**config.mk**
```make
export PLATFORM = sky130hd
export DESIGN_NAME = irq_accept_seq
export DESIGN_NICKNAME = d
export VERILOG_FILES = /design/src/rtl/irqseq_pkg.sv /design/src/rtl/irqseq_nmi_edge.sv /design/src/rtl/irqseq_ctrl.sv /design/src/rtl/irqseq_datapath.sv /design/src/rtl/irq_accept_seq.sv
export SDC_FILE = /design/constraint.sdc
export NUM_CORES = 1
export LEC_CHECK = 0
export BUFFER_PORTS_ARGS = -buffer_cell sky130_fd_sc_hd__buf_4
export CORE_ASPECT_RATIO = 1.75
export CORE_MARGIN = 10
export CORE_UTILIZATION = 50
export CTS_BUF_LIST = sky130_fd_sc_hd__clkbuf_2 sky130_fd_sc_hd__clkbuf_4 sky130_fd_sc_hd__clkbuf_8
export DETAILED_ROUTE_END_ITERATION = 7
export GPL_TIMING_DRIVEN = 0
export PLACE_DENSITY = 0.79
export SYNTH_ARGS = -nofsm -noshare
export SYNTH_HDL_FRONTEND = slang
export SYNTH_HIERARCHICAL = 1
export SYNTH_SLANG_ARGS = --single-unit
```
**constraint.sdc**
```tcl
create_clock -name clk -period 3.4 [get_ports clk]
set_input_delay 0.51 -clock clk [delete_from_list [all_inputs] [get_ports clk]]
set_output_delay 0.51 -clock clk [all_outputs]
set_load 0.02 [all_outputs]
```
**src/rtl/irqseq_pkg.sv**
```systemverilog
package irqseq_pkg;
  localparam int FLAG_W  = 16;
  localparam int PC_W    = 20;
  localparam int SP_W    = 16;
  localparam int LVL_W   = 3;
  localparam int VEC_W   = 6;
  localparam int BIT_DBG = 1;
  localparam int BIT_IE  = 6;
  localparam int BIT_USR = 7;
  localparam int IPL_LSB = 12;
  localparam int SW_KEEP_BASE = 32;
  localparam int WORD_BYTES   = 2;

  typedef enum logic [2:0] {
    CLS_RESET    = 3'd0,
    CLS_NMI      = 3'd1,
    CLS_WDOG     = 3'd2,
    CLS_DBGBRK   = 3'd3,
    CLS_STEP     = 3'd4,
    CLS_ADDRHIT  = 3'd5,
    CLS_SOFT     = 3'd6,
    CLS_MASKABLE = 3'd7
  } irqClass_e;

  typedef enum logic [1:0] {
    WORD_FLAG = 2'd0,
    WORD_PCHI = 2'd1,
    WORD_PCLO = 2'd2
  } pushWord_e;

  typedef struct packed {
    logic      load;
    logic      push;
    pushWord_e word;
    logic      commit;
  } seqStrobe_t;
endpackage

```
**src/rtl/irqseq_nmi_edge.sv**
```systemverilog
module irqseq_nmi_edge #(
  parameter int SYNC_STAGES = 2
) (
  input  logic clk,
  input  logic rstN,
  input  logic nmiPin,
  input  logic ack,
  output logic pending
);
  localparam int CHAIN_W = SYNC_STAGES + 1;

  logic [CHAIN_W-1:0] chain;
  logic fall;

  always_ff @(posedge clk) begin
    if (!rstN) chain <= '1;
    else       chain <= {chain[CHAIN_W-2:0], nmiPin};
  end

  assign fall = chain[CHAIN_W-1] & ~chain[CHAIN_W-2];

  always_ff @(posedge clk) begin
    if (!rstN) pending <= 1'b0;
    else       pending <= fall | (pending & ~ack);
  end

  AST_NMI_HOLD: assert property (@(posedge clk) disable iff (!rstN)
    (pending && !ack) |=> pending);
  AST_NMI_CLEAR: assert property (@(posedge clk) disable iff (!rstN)
    (ack && !fall) |=> !pending);
endmodule

```
**src/rtl/irqseq_ctrl.sv**
```systemverilog
module irqseq_ctrl
  import irqseq_pkg::*;
(
  input  logic       clk,
  input  logic       rstN,
  input  logic       acceptStrobe,
  output seqStrobe_t strobe,
  output logic       busy,
  output logic       done
);
  typedef enum logic [2:0] {
    ST_IDLE, ST_PFLG, ST_PHI, ST_PLO, ST_DONE
  } state_e;

  state_e state, stateNext;

  always_comb begin
    stateNext = state;
    case (state)
      ST_IDLE: if (acceptStrobe) stateNext = ST_PFLG;
      ST_PFLG: stateNext = ST_PHI;
      ST_PHI:  stateNext = ST_PLO;
      ST_PLO:  stateNext = ST_DONE;
      ST_DONE: stateNext = ST_IDLE;
      default: stateNext = ST_IDLE;
    endcase
  end

  always_ff @(posedge clk) begin
    if (!rstN) state <= ST_IDLE;
    else       state <= stateNext;
  end

  always_comb begin
    strobe.load   = (state == ST_IDLE) && acceptStrobe;
    strobe.push   = (state == ST_PFLG) || (state == ST_PHI) || (state == ST_PLO);
    strobe.commit = (state == ST_PLO);
    case (state)
      ST_PHI:  strobe.word = WORD_PCHI;
      ST_PLO:  strobe.word = WORD_PCLO;
      default: strobe.word = WORD_FLAG;
    endcase
  end

  assign busy = (state != ST_IDLE);
  assign done = (state == ST_DONE);

  AST_START_PUSH: assert property (@(posedge clk) disable iff (!rstN)
    strobe.load |=> (strobe.push && strobe.word == WORD_FLAG));
  AST_LAST_THEN_DONE: assert property (@(posedge clk) disable iff (!rstN)
    (strobe.push && strobe.word == WORD_PCLO) |=> done);
  AST_DONE_PULSE: assert property (@(posedge clk) disable iff (!rstN)
    done |=> !done);
  AST_BUSY_NO_RELOAD: assert property (@(posedge clk) disable iff (!rstN)
    busy |-> !strobe.load);
endmodule

```
**src/rtl/irqseq_datapath.sv**
```systemverilog
module irqseq_datapath
  import irqseq_pkg::*;
(
  input  logic              clk,
  input  logic              rstN,
  input  seqStrobe_t        strobe,
  input  logic [2:0]        irqClass,
  input  logic [VEC_W-1:0]  swVector,
  input  logic [LVL_W-1:0]  acceptLevel,
  input  logic [FLAG_W-1:0] flagIn,
  input  logic [PC_W-1:0]   pcIn,
  input  logic [SP_W-1:0]   ispIn,
  input  logic [SP_W-1:0]   uspIn,
  output logic              memWe,
  output logic [SP_W-1:0]   memAddr,
  output logic [SP_W-1:0]   memData,
  output logic [SP_W-1:0]   ispOut,
  output logic [SP_W-1:0]   uspOut,
  output logic [FLAG_W-1:0] flagOut
);
  localparam logic [SP_W-1:0] STEP = SP_W'(WORD_BYTES);

  irqClass_e         inClass, heldClass;
  logic [SP_W-1:0]   ispReg, uspReg, activeSp;
  logic [FLAG_W-1:0] savedFlag, flagReg, nextFlag;
  logic [PC_W-1:0]   savedPc;
  logic [LVL_W-1:0]  heldLevel;
  logic              keepU, useUsp, keepUNow;

  assign inClass  = irqClass_e'(irqClass);
  assign keepUNow = (inClass == CLS_SOFT) && (swVector >= VEC_W'(SW_KEEP_BASE));

  always_ff @(posedge clk) begin
    if (!rstN) begin
      ispReg    <= '0;
      uspReg    <= '0;
      savedFlag <= '0;
      savedPc   <= '0;
      heldLevel <= '0;
      heldClass <= CLS_RESET;
      keepU     <= 1'b0;
      useUsp    <= 1'b0;
    end else if (strobe.load) begin
      ispReg    <= ispIn;
      uspReg    <= uspIn;
      savedFlag <= flagIn;
      savedPc   <= pcIn;
      heldLevel <= acceptLevel;
      heldClass <= inClass;
      keepU     <= keepUNow;
      useUsp    <= keepUNow & flagIn[BIT_USR];
    end else if (strobe.push) begin
      if (useUsp) uspReg <= uspReg - STEP;
      else        ispReg <= ispReg - STEP;
    end
  end

  always_comb begin
    nextFlag = savedFlag;
    nextFlag[BIT_IE]  = 1'b0;
    nextFlag[BIT_DBG] = 1'b0;
    if (!keepU) nextFlag[BIT_USR] = 1'b0;
    case (heldClass)
      CLS_RESET:          nextFlag[IPL_LSB +: LVL_W] = '0;
      CLS_NMI, CLS_WDOG:  nextFlag[IPL_LSB +: LVL_W] = '1;
      CLS_MASKABLE:       nextFlag[IPL_LSB +: LVL_W] = heldLevel;
      default:            ;
    endcase
  end

  always_ff @(posedge clk) begin
    if (!rstN)              flagReg <= '0;
    else if (strobe.commit) flagReg <= nextFlag;
  end

  assign activeSp = useUsp ? uspReg : ispReg;
  assign memWe    = strobe.push;
  assign memAddr  = activeSp - STEP;

  always_comb begin
    case (strobe.word)
      WORD_FLAG: memData = savedFlag;
      WORD_PCHI: memData = SP_W'(savedPc[PC_W-1:SP_W]);
      WORD_PCLO: memData = savedPc[SP_W-1:0];
      default:   memData = '0;
    endcase
  end

  assign ispOut  = ispReg;
  assign uspOut  = uspReg;
  assign flagOut = flagReg;

  AST_ISP_STEP: assert property (@(posedge clk) disable iff (!rstN)
    (strobe.push && !useUsp) |=> (ispOut == $past(ispOut) - STEP));
  AST_USP_HOLD: assert property (@(posedge clk) disable iff (!rstN)
    (strobe.push && !useUsp) |=> $stable(uspOut));
  AST_ISP_HOLD: assert property (@(posedge clk) disable iff (!rstN)
    (strobe.push && useUsp) |=> $stable(ispOut));
  AST_FLAG_ONLY_COMMIT: assert property (@(posedge clk) disable iff (!rstN)
    !strobe.commit |=> $stable(flagOut));
  AST_FLAG_MASKED: assert property (@(posedge clk) disable iff (!rstN)
    strobe.commit |=> (!flagOut[BIT_IE] && !flagOut[BIT_DBG]));
endmodule

```
**src/rtl/irq_accept_seq.sv**
```systemverilog
module irq_accept_seq
  import irqseq_pkg::*;
#(
  parameter int SYNC_STAGES = 2
) (
  input  logic        clk,
  input  logic        rstN,
  input  logic        acceptStrobe,
  input  logic [2:0]  irqClass,
  input  logic [5:0]  swVector,
  input  logic [2:0]  acceptLevel,
  input  logic [15:0] flagIn,
  input  logic [19:0] pcIn,
  input  logic [15:0] ispIn,
  input  logic [15:0] uspIn,
  input  logic        nmiPin,
  output logic        memWe,
  output logic [15:0] memAddr,
  output logic [15:0] memData,
  output logic [15:0] ispOut,
  output logic [15:0] uspOut,
  output logic [15:0] flagOut,
  output logic        busy,
  output logic        done,
  output logic        nmiPending
);
  seqStrobe_t strobe;
  logic       nmiAck;

  irqseq_ctrl u_ctrl (
    .clk          (clk),
    .rstN         (rstN),
    .acceptStrobe (acceptStrobe),
    .strobe       (strobe),
    .busy         (busy),
    .done         (done)
  );

  irqseq_datapath u_dp (
    .clk         (clk),
    .rstN        (rstN),
    .strobe      (strobe),
    .irqClass    (irqClass),
    .swVector    (swVector),
    .acceptLevel (acceptLevel),
    .flagIn      (flagIn),
    .pcIn        (pcIn),
    .ispIn       (ispIn),
    .uspIn       (uspIn),
    .memWe       (memWe),
    .memAddr     (memAddr),
    .memData     (memData),
    .ispOut      (ispOut),
    .uspOut      (uspOut),
    .flagOut     (flagOut)
  );

  assign nmiAck = strobe.load && (irqClass == CLS_NMI);

  irqseq_nmi_edge #(.SYNC_STAGES(SYNC_STAGES)) u_nmi (
    .clk     (clk),
    .rstN    (rstN),
    .nmiPin  (nmiPin),
    .ack     (nmiAck),
    .pending (nmiPending)
  );
endmodule

```
==> results of run 1 <==
==> path summary, 6_finish.rpt <==
kind,slack (ns),endpoint,cells after the start
worst max-delay path,0.14,memAddr[11],9
worst min register to register,0.43,u_nmi/chain[1],1
worst min-delay path,0.32,u_nmi/chain[0],2
worst max register to register,0.61,u_dp/ispOut[15],8
==> routing by layer <==
metal	share of wire, %	wire (µm)	up-vias	GRT usage (%)
li1	-	-	2216	-
met1	34	5660	2152	21.4
met2	53	8930	221	40.9
met3	9.3	1560	46	6.71
met4	4.1	687	0	10.7
met5	0	0	-	0
==> state kept, by name, indices dropped and copies added (netlist names), 3 cells and up <==
register,count
u_dp/uspOut,16
u_dp/savedFlag,16
u_nmi/chain,3
u_dp/heldLevel,3
u_dp/savedPc,20
u_ctrl/state,3
u_dp/ispOut,16
u_dp/heldClass,3
u_dp/flagOut,14
==> report_power, final <==
part | switching [W] | internal, W
logic | 0.000661 | 0.000546
clock network | 0.000403 | 0.000355
registers | 0.000131 | 0.00123
total | 0.00120 | 0.00213
==> synthesized netlist by cell type, drive strengths merged, types with 6 or more instances <==
library cell  number  area share, %
and2               8            1.0
inv                8           0.60
nor2              38            2.9
xnor2             27            4.7
a21oi             26            2.6
dfxtp             97             39
o21ai             33            3.3
nand2b            11            1.5
mux2i             87             17
buf               12            1.6
or3                9            1.5
clkbuf            26            2.2
xor2              13            2.3
nor2b             59            7.4
nor3              20            2.0
nand3             11            1.1
a21boi             7            1.1
nor4               6           0.88
nand2             20            1.5
==> cell type report <==
| type | instances | area, µm² |
|---|---|---|
| inverter | 8 | 30.0 |
| timing repair buffer | 161 | 1210 |
| sequential | 97 | 1950 |
| tap | 125 | 156 |
| multi-input combinational | 406 | 2860 |
| fill | 860 | 3200 |
| clock inverter | 4 | 53.8 |
| clock buffer | 10 | 138 |
| buffer | 36 | 188 |
==> cell families after synthesis <==
logic type                 synth area share [%]
AOI/OAI and AO/OA                          9.20
xor gates and xnor gates                   7.02
adders and majority gates                 0.752
buffers and inverters                      4.34
DFF                                        38.9
muxes                                      17.7
other                                    0.0752
and+or+nand+nor                            22.0
==> critical path, delay by kind of cell, from the launching register on <==
kind	cells	cell delay, ns
compound gates	1	0.19
simple gates	3	0.80
xor+xnor	1	0.12
fa+ha+maj	1	0.24
buf+inv	2	0.35
mux	1	0.26
flops	1	0.41
==> metrics by stage <==
step	setup TNS (ns)	hold WS [ns]
finish	0	0.316
global route	0	0.302
CTS	0	0.303
detailed placement	-0.693	0.403
global placement	-0.460	0.395
floorplan	0	0.386
==> what timing repair did <==
action | CTS | global route
gates resized for setup | 5 | 5
buffers inserted | 0 | 0
cloned | 0 | 1
endpoints found under the setup margin | 6 | 11
==> results.json, run 1 <==
{
  "cts_tree": "done",
  "cp-start-kind": "register",
  "drt_iter0_drc": 259,
  "layout-area-overhead-vs-synth_pct": 32.0,
  "yosysSeqAreaShare_pct": 38.9,
  "drc": 0,
  "final_cell_mix": "164 x buf_4, 96 x dfxtp_1, 86 x mux2i_1",
  "antennaDiodeCount": 0,
  "io_pins": 168,
  "nets": 806,
  "ys_seq_elements": 97,
  "globalplace.congestion": 0.927,
  "maxCapViolCount": 0,
  "clk_pin_slew_ns": 0.10,
  "critical_path.max_stage_delay_ns": 0.41,
  "vias": 4635,
  "ys_types": 50,
  "htreeDepth": 3,
  "arrival_ns": 2.75,
  "max-clock-path-buffers": 2,
  "power.total_w": 0.00333,
  "crit_start": "u_dp/useUsp",
  "final_cells": 847,
  "design_area_um2": 6590,
  "crit_type": "register to output pin",
  "core-area_um2": 9790,
  "holdBufCountCts": 0,
  "period_minus_slack_ns": 3.26,
  "p_leak_nw": 2.64,
  "holdCritPathClass": "input port to register",
  "dp.cells": 834,
  "grt_pass1_wl_um": 25800,
  "drtPass1Iterations": 4,
  "ir_drop_v": 0.000305,
  "hp-start": "nmiPin",
  "cts_buffers": 9,
  "routed_wl_um": 16800,
  "num_rows": 48,
  "end_kind": "output pin",
  "syn_area_um2": 4990,
  "port_buffers": 160,
  "power_density_nw_per_um2": 505,
  "reg2reg_from": "u_ctrl/state[0]",
  "drive_gt1_share_pct": 28.3,
  "worst_clock_skew_ns": 0.00793,
  "setup_viol": 0,
  "async_flop_share_pct": 0,
  "dieHeight_um": 152,
  "grt_max_degree": 29,
  "rsz0062_at_grt": "no",
  "clk_root_buffer_cell": "clkbuf_8",
  "ant_nets": 0,
  "viasPerCell": 5.47,
  "grt_overflow": 0,
  "hold_viol": 0,
  "pre_cts_ws_ns": -0.248,
  "crit_chain": "clkbuf_16 -> mux2i_4 -> ha_2 -> nor4bb_2 -> o21ai_1 -> or2_2 -> nor2_1 -> xnor2_1 -> buf_4",
  "status": "finished clean",
  "ys.flop_type": "dfxtp_1",
  "chipWidth_um": 95.5,
  "hpwl_um": 13500,
  "insertion_delay_ns": 0.37,
  "post_drt_wl_per_cell_um": 19.9,
  "postLayoutCoreUtil_pct": 67.3,
  "fin_ws_ns": 0.141,
  "critPathMaxFanout": 14,
  "grt_usage_pct": 22.3,
  "finalCritPeriodShare_pct": 95.9,
  "worst-endpoint-required_ns": 2.89,
  "initial_core_util_pct": 51.0,
  "slowest_stage": "dfxtp_4",
  "fmax_mhz": 307,
  "relSlewSlack_pct": 30.1,
  "postPlaceCellArea_um2": 6360,
  "final_common_cell": "buf_4",
  "maxSlewViolCount": 0,
  "grt_pass1_vias": 4939,
  "synthCells": 548,
  "tightest_slew_ns": 1.05,
  "dieArea_um2": 14500,
  "clock_sinks": 97,
  "synth.avg_cell_area_um2": 9.11,
  "synth_edf_count": 0,
  "antenna_found_initial": 0,
  "yosys_warnings": 6
}
No activity file was read; power rests on OpenSTA's default activity.
==> inputs of run 2 (changes only) <==
--- a/config.mk
+++ b/config.mk
@@ -5,6 +5,7 @@
 export SDC_FILE = /design/constraint.sdc
 export NUM_CORES = 1
 export LEC_CHECK = 0
+export ABC_AREA = 1
 export BUFFER_PORTS_ARGS = -buffer_cell sky130_fd_sc_hd__buf_4
 export CORE_ASPECT_RATIO = 1.75
 export CORE_MARGIN = 10
@@ -17,3 +18,4 @@
 export SYNTH_HDL_FRONTEND = slang
 export SYNTH_HIERARCHICAL = 1
 export SYNTH_SLANG_ARGS = --single-unit
+export TNS_END_PERCENT = 50
==> results.json, run 2 <==
{
  "r2r_end": "u_dp/ispOut[4]",
  "holdBufCountCts": 0,
  "ir_drop_v": 0.000401,
  "slowest_stage": "dfxtp_1",
  "fmax_mhz": 312,
  "finalCritPeriodShare_pct": 94.4,
  "multiInputGateArea_um2": 2760,
  "port_buffers": 160,
  "grt_usage_pct": 24.3,
  "relSlewSlack_pct": 51.5,
  "maxSlewViolCount": 0,
  "reg2reg_from": "u_ctrl/state[2]",
  "dieHeight_um": 156,
  "drive_gt1_share_pct": 24.2,
  "synth.avg_cell_area_um2": 6.53,
  "hp-start": "nmiPin",
  "synthTopCellsByCount": "165 x nand2_1, 142 x nor2_1, 97 x dfxtp_1",
  "end_kind": "output pin",
  "layout-area-overhead-vs-synth_pct": 30.8,
  "crit_type": "register to output pin",
  "ys_types": 39,
  "cts_buffers": 9,
  "arrival_ns": 2.70,
  "routed_wl_um": 19200,
  "grt_overflow": 0,
  "synth_edf_count": 0,
  "yosysTopAreaCellShare_pct": 36.9,
  "min_to": "u_nmi/chain[0]",
  "chipWidth_um": 97.5,
  "max-clock-path-buffers": 2,
  "grt_max_degree": 17,
  "initial_core_util_pct": 51.0,
  "async_flop_share_pct": 0,
  "crit_buf_inv": 5,
  "drt_iter0_drc": 364,
  "reg2reg_depth": 8,
  "p_leak_nw": 3.36,
  "grt_pass1_vias": 6068,
  "syn_area_um2": 5260,
  "num_rows": 49,
  "regMostFlops": "u_dp/savedPc",
  "crit_chain": "nand2_1 -> nor2_2 -> buf_4 -> inv_1 -> or2_2 -> clkbuf_1 -> clkbuf_1 -> o211ai_1 -> buf_4",
  "fin_setup_tns_ns": 0,
  "clk_root_buffer_cell": "clkbuf_8",
  "status": "finished clean",
  "hpwl_um": 15000,
  "nets": 1064,
  "rsz0062_at_grt": "no",
  "final_cell_mix": "165 x nand2_1, 165 x buf_4, 141 x nor2_1",
  "regToRegSetupSlack_ns": 1.06,
  "globalplace.congestion": 0.944,
  "pre_cts_ws_ns": 0.470,
  "core-area_um2": 10300,
  "grt_pass1_wl_um": 30000,
  "fin_ws_ns": 0.192,
  "yosysSeqAreaShare_pct": 36.9,
  "cts_tree": "done",
  "holdCritPathClass": "input port to register",
  "tightest_slew_ns": 0.728,
  "htreeDepth": 3,
  "setup_viol": 0,
  "critPathMaxFanout": 10,
  "drc": 0,
  "largest_reg_flops": 20,
  "antenna_found_initial": 0,
  "io_pins": 168,
  "viasPerCell": 5.34,
  "post_drt_wl_per_cell_um": 17.4,
  "yosys_warnings": 6,
  "drtPass1Iterations": 7,
  "hold_viol": 0,
  "worst_path_dominant_cell_family": "buffers and inverters",
  "seq_area_um2": 1940,
  "cp-start-kind": "register",
  "clk_pin_slew_ns": 0.10,
  "worst-endpoint-required_ns": 2.89,
  "synthCells": 805,
  "dieArea_um2": 15200,
  "ys_seq_elements": 97,
  "synthTopCellsByArea": "dfxtp_1 37%, nand2_1 12%, nor2_1 10%",
  "period_minus_slack_ns": 3.21,
  "yosysMostFrequentCell": "nand2_1",
  "power_density_nw_per_um2": 526,
  "ys.flop_type": "dfxtp_1",
  "antennaDiodeCount": 0,
  "postCtsSetupBuffers": 0,
  "vias": 5917,
  "power.total_w": 0.00362,
  "maxCapViolCount": 0,
  "yosysTopAreaCell": "dfxtp_1",
  "ant_nets": 0,
  "holdPathStages": 3,
  "worst_clock_skew_ns": 0.0109,
  "critical_path.max_stage_delay_ns": 0.42,
  "insertion_delay_ns": 0.38,
  "fill_cells": 1013,
  "clock_sinks": 97
}
## run 2: cell types whose count changed after synthesis, moves of 14 or more
cell | previous run | this run
nor2_1 | 37 | 142
nor3_1 | 20 | 3
inv_1 | 7 | 84
xnor2_1 | 27 | 0
mux2i_1 | 87 | 0
nand3_1 | 11 | 48
nor2b_1 | 59 | 0
a21oi_1 | 26 | 40
o21ai_0 | 33 | 92
nand2_1 | 20 | 165
## run 2: routing by layer
layer	up-vias	routed length (µm)	track usage [%]
li1	2919	-	-
met1	2644	6750	23.5
met2	276	9900	43.7
met3	78	1290	5.85
met4	0	1310	18.2
met5	-	0	0
## run 2: worst reg2reg max path, cell delays in order, from the launching register on
cell and delay [ns]:
dfxtp_1 0.39, nor2_2 0.14, nand2_2 0.08, nor2_2 0.14, buf_2 0.23, buf_2 0.31
buf_1 0.58, nand2_1 0.16, a31oi_1 0.23
## run 2: worst max path at each step
stage	from	to	slack, ns	cells after the start
after global placement	u_ctrl/state[0]	memData[0]	0.47	9
after CTS	u_ctrl/state[1]	memData[0]	0.05	9
after global routing	u_ctrl/state[0]	memData[0]	0.02	9
after floorplan	u_ctrl/state[0]	memData[10]	0.89	8
final	u_ctrl/state[1]	memData[0]	0.19	9
after detailed placement	u_ctrl/state[0]	memData[0]	0.47	9
## run 2: cell type report
| class | instances | area share [%] |
|---|---|---|
| multi-input combinational | 579 | 40.2 |
| inverter | 91 | 4.97 |
| clock buffer | 10 | 2.00 |
| tap | 127 | 2.31 |
| clock inverter | 6 | 1.64 |
| timing repair buffer | 160 | 17.5 |
| buffer | 39 | 3.15 |
| sequential | 97 | 28.3 |
## run 2: report_power, final
group          total [W]  switching (W)  internal [W]  leakage [nW]
registers        0.00134       0.000102       0.00124         0.798
logic            0.00133       0.000832      0.000496          2.43
clock network   0.000943       0.000431      0.000512         0.127
total            0.00362        0.00137       0.00225          3.36
## run 2: repair_timing
item | in CTS | in global routing
setup endpoints to repair | 0 | 10
gates resized for setup | 0 | 1
hold endpoints to repair | 0 | 0
## run 2: through the flow
| step | cell area (µm²) | cells | util, % | hold WS, ns |
|---|---|---|---|---|
| after detailed placement | 6620 | 1093 | 64.3 | 0.392 |
| after floorplan | 5260 | 806 | - | 0.380 |
| after CTS | 6870 | 1109 | 66.7 | 0.298 |
| after global placement | 6620 | 1093 | 64.3 | 0.385 |
| after global routing | 6870 | 1109 | 66.7 | 0.310 |
| final | 6870 | 1109 | 66.7 | 0.313 |
## run 2: cell families after synthesis
logic type,count (synthesis),synth area share [%]
AND/OR/NAND/NOR,393,31.8
AO/OA/AOI/OAI,168,17.7
buffers and inverters,130,10.6
flip-flops,97,36.9
XOR/XNOR,13,2.17
adder cells (fa/ha/maj),3,0.714
other,1,0.0713
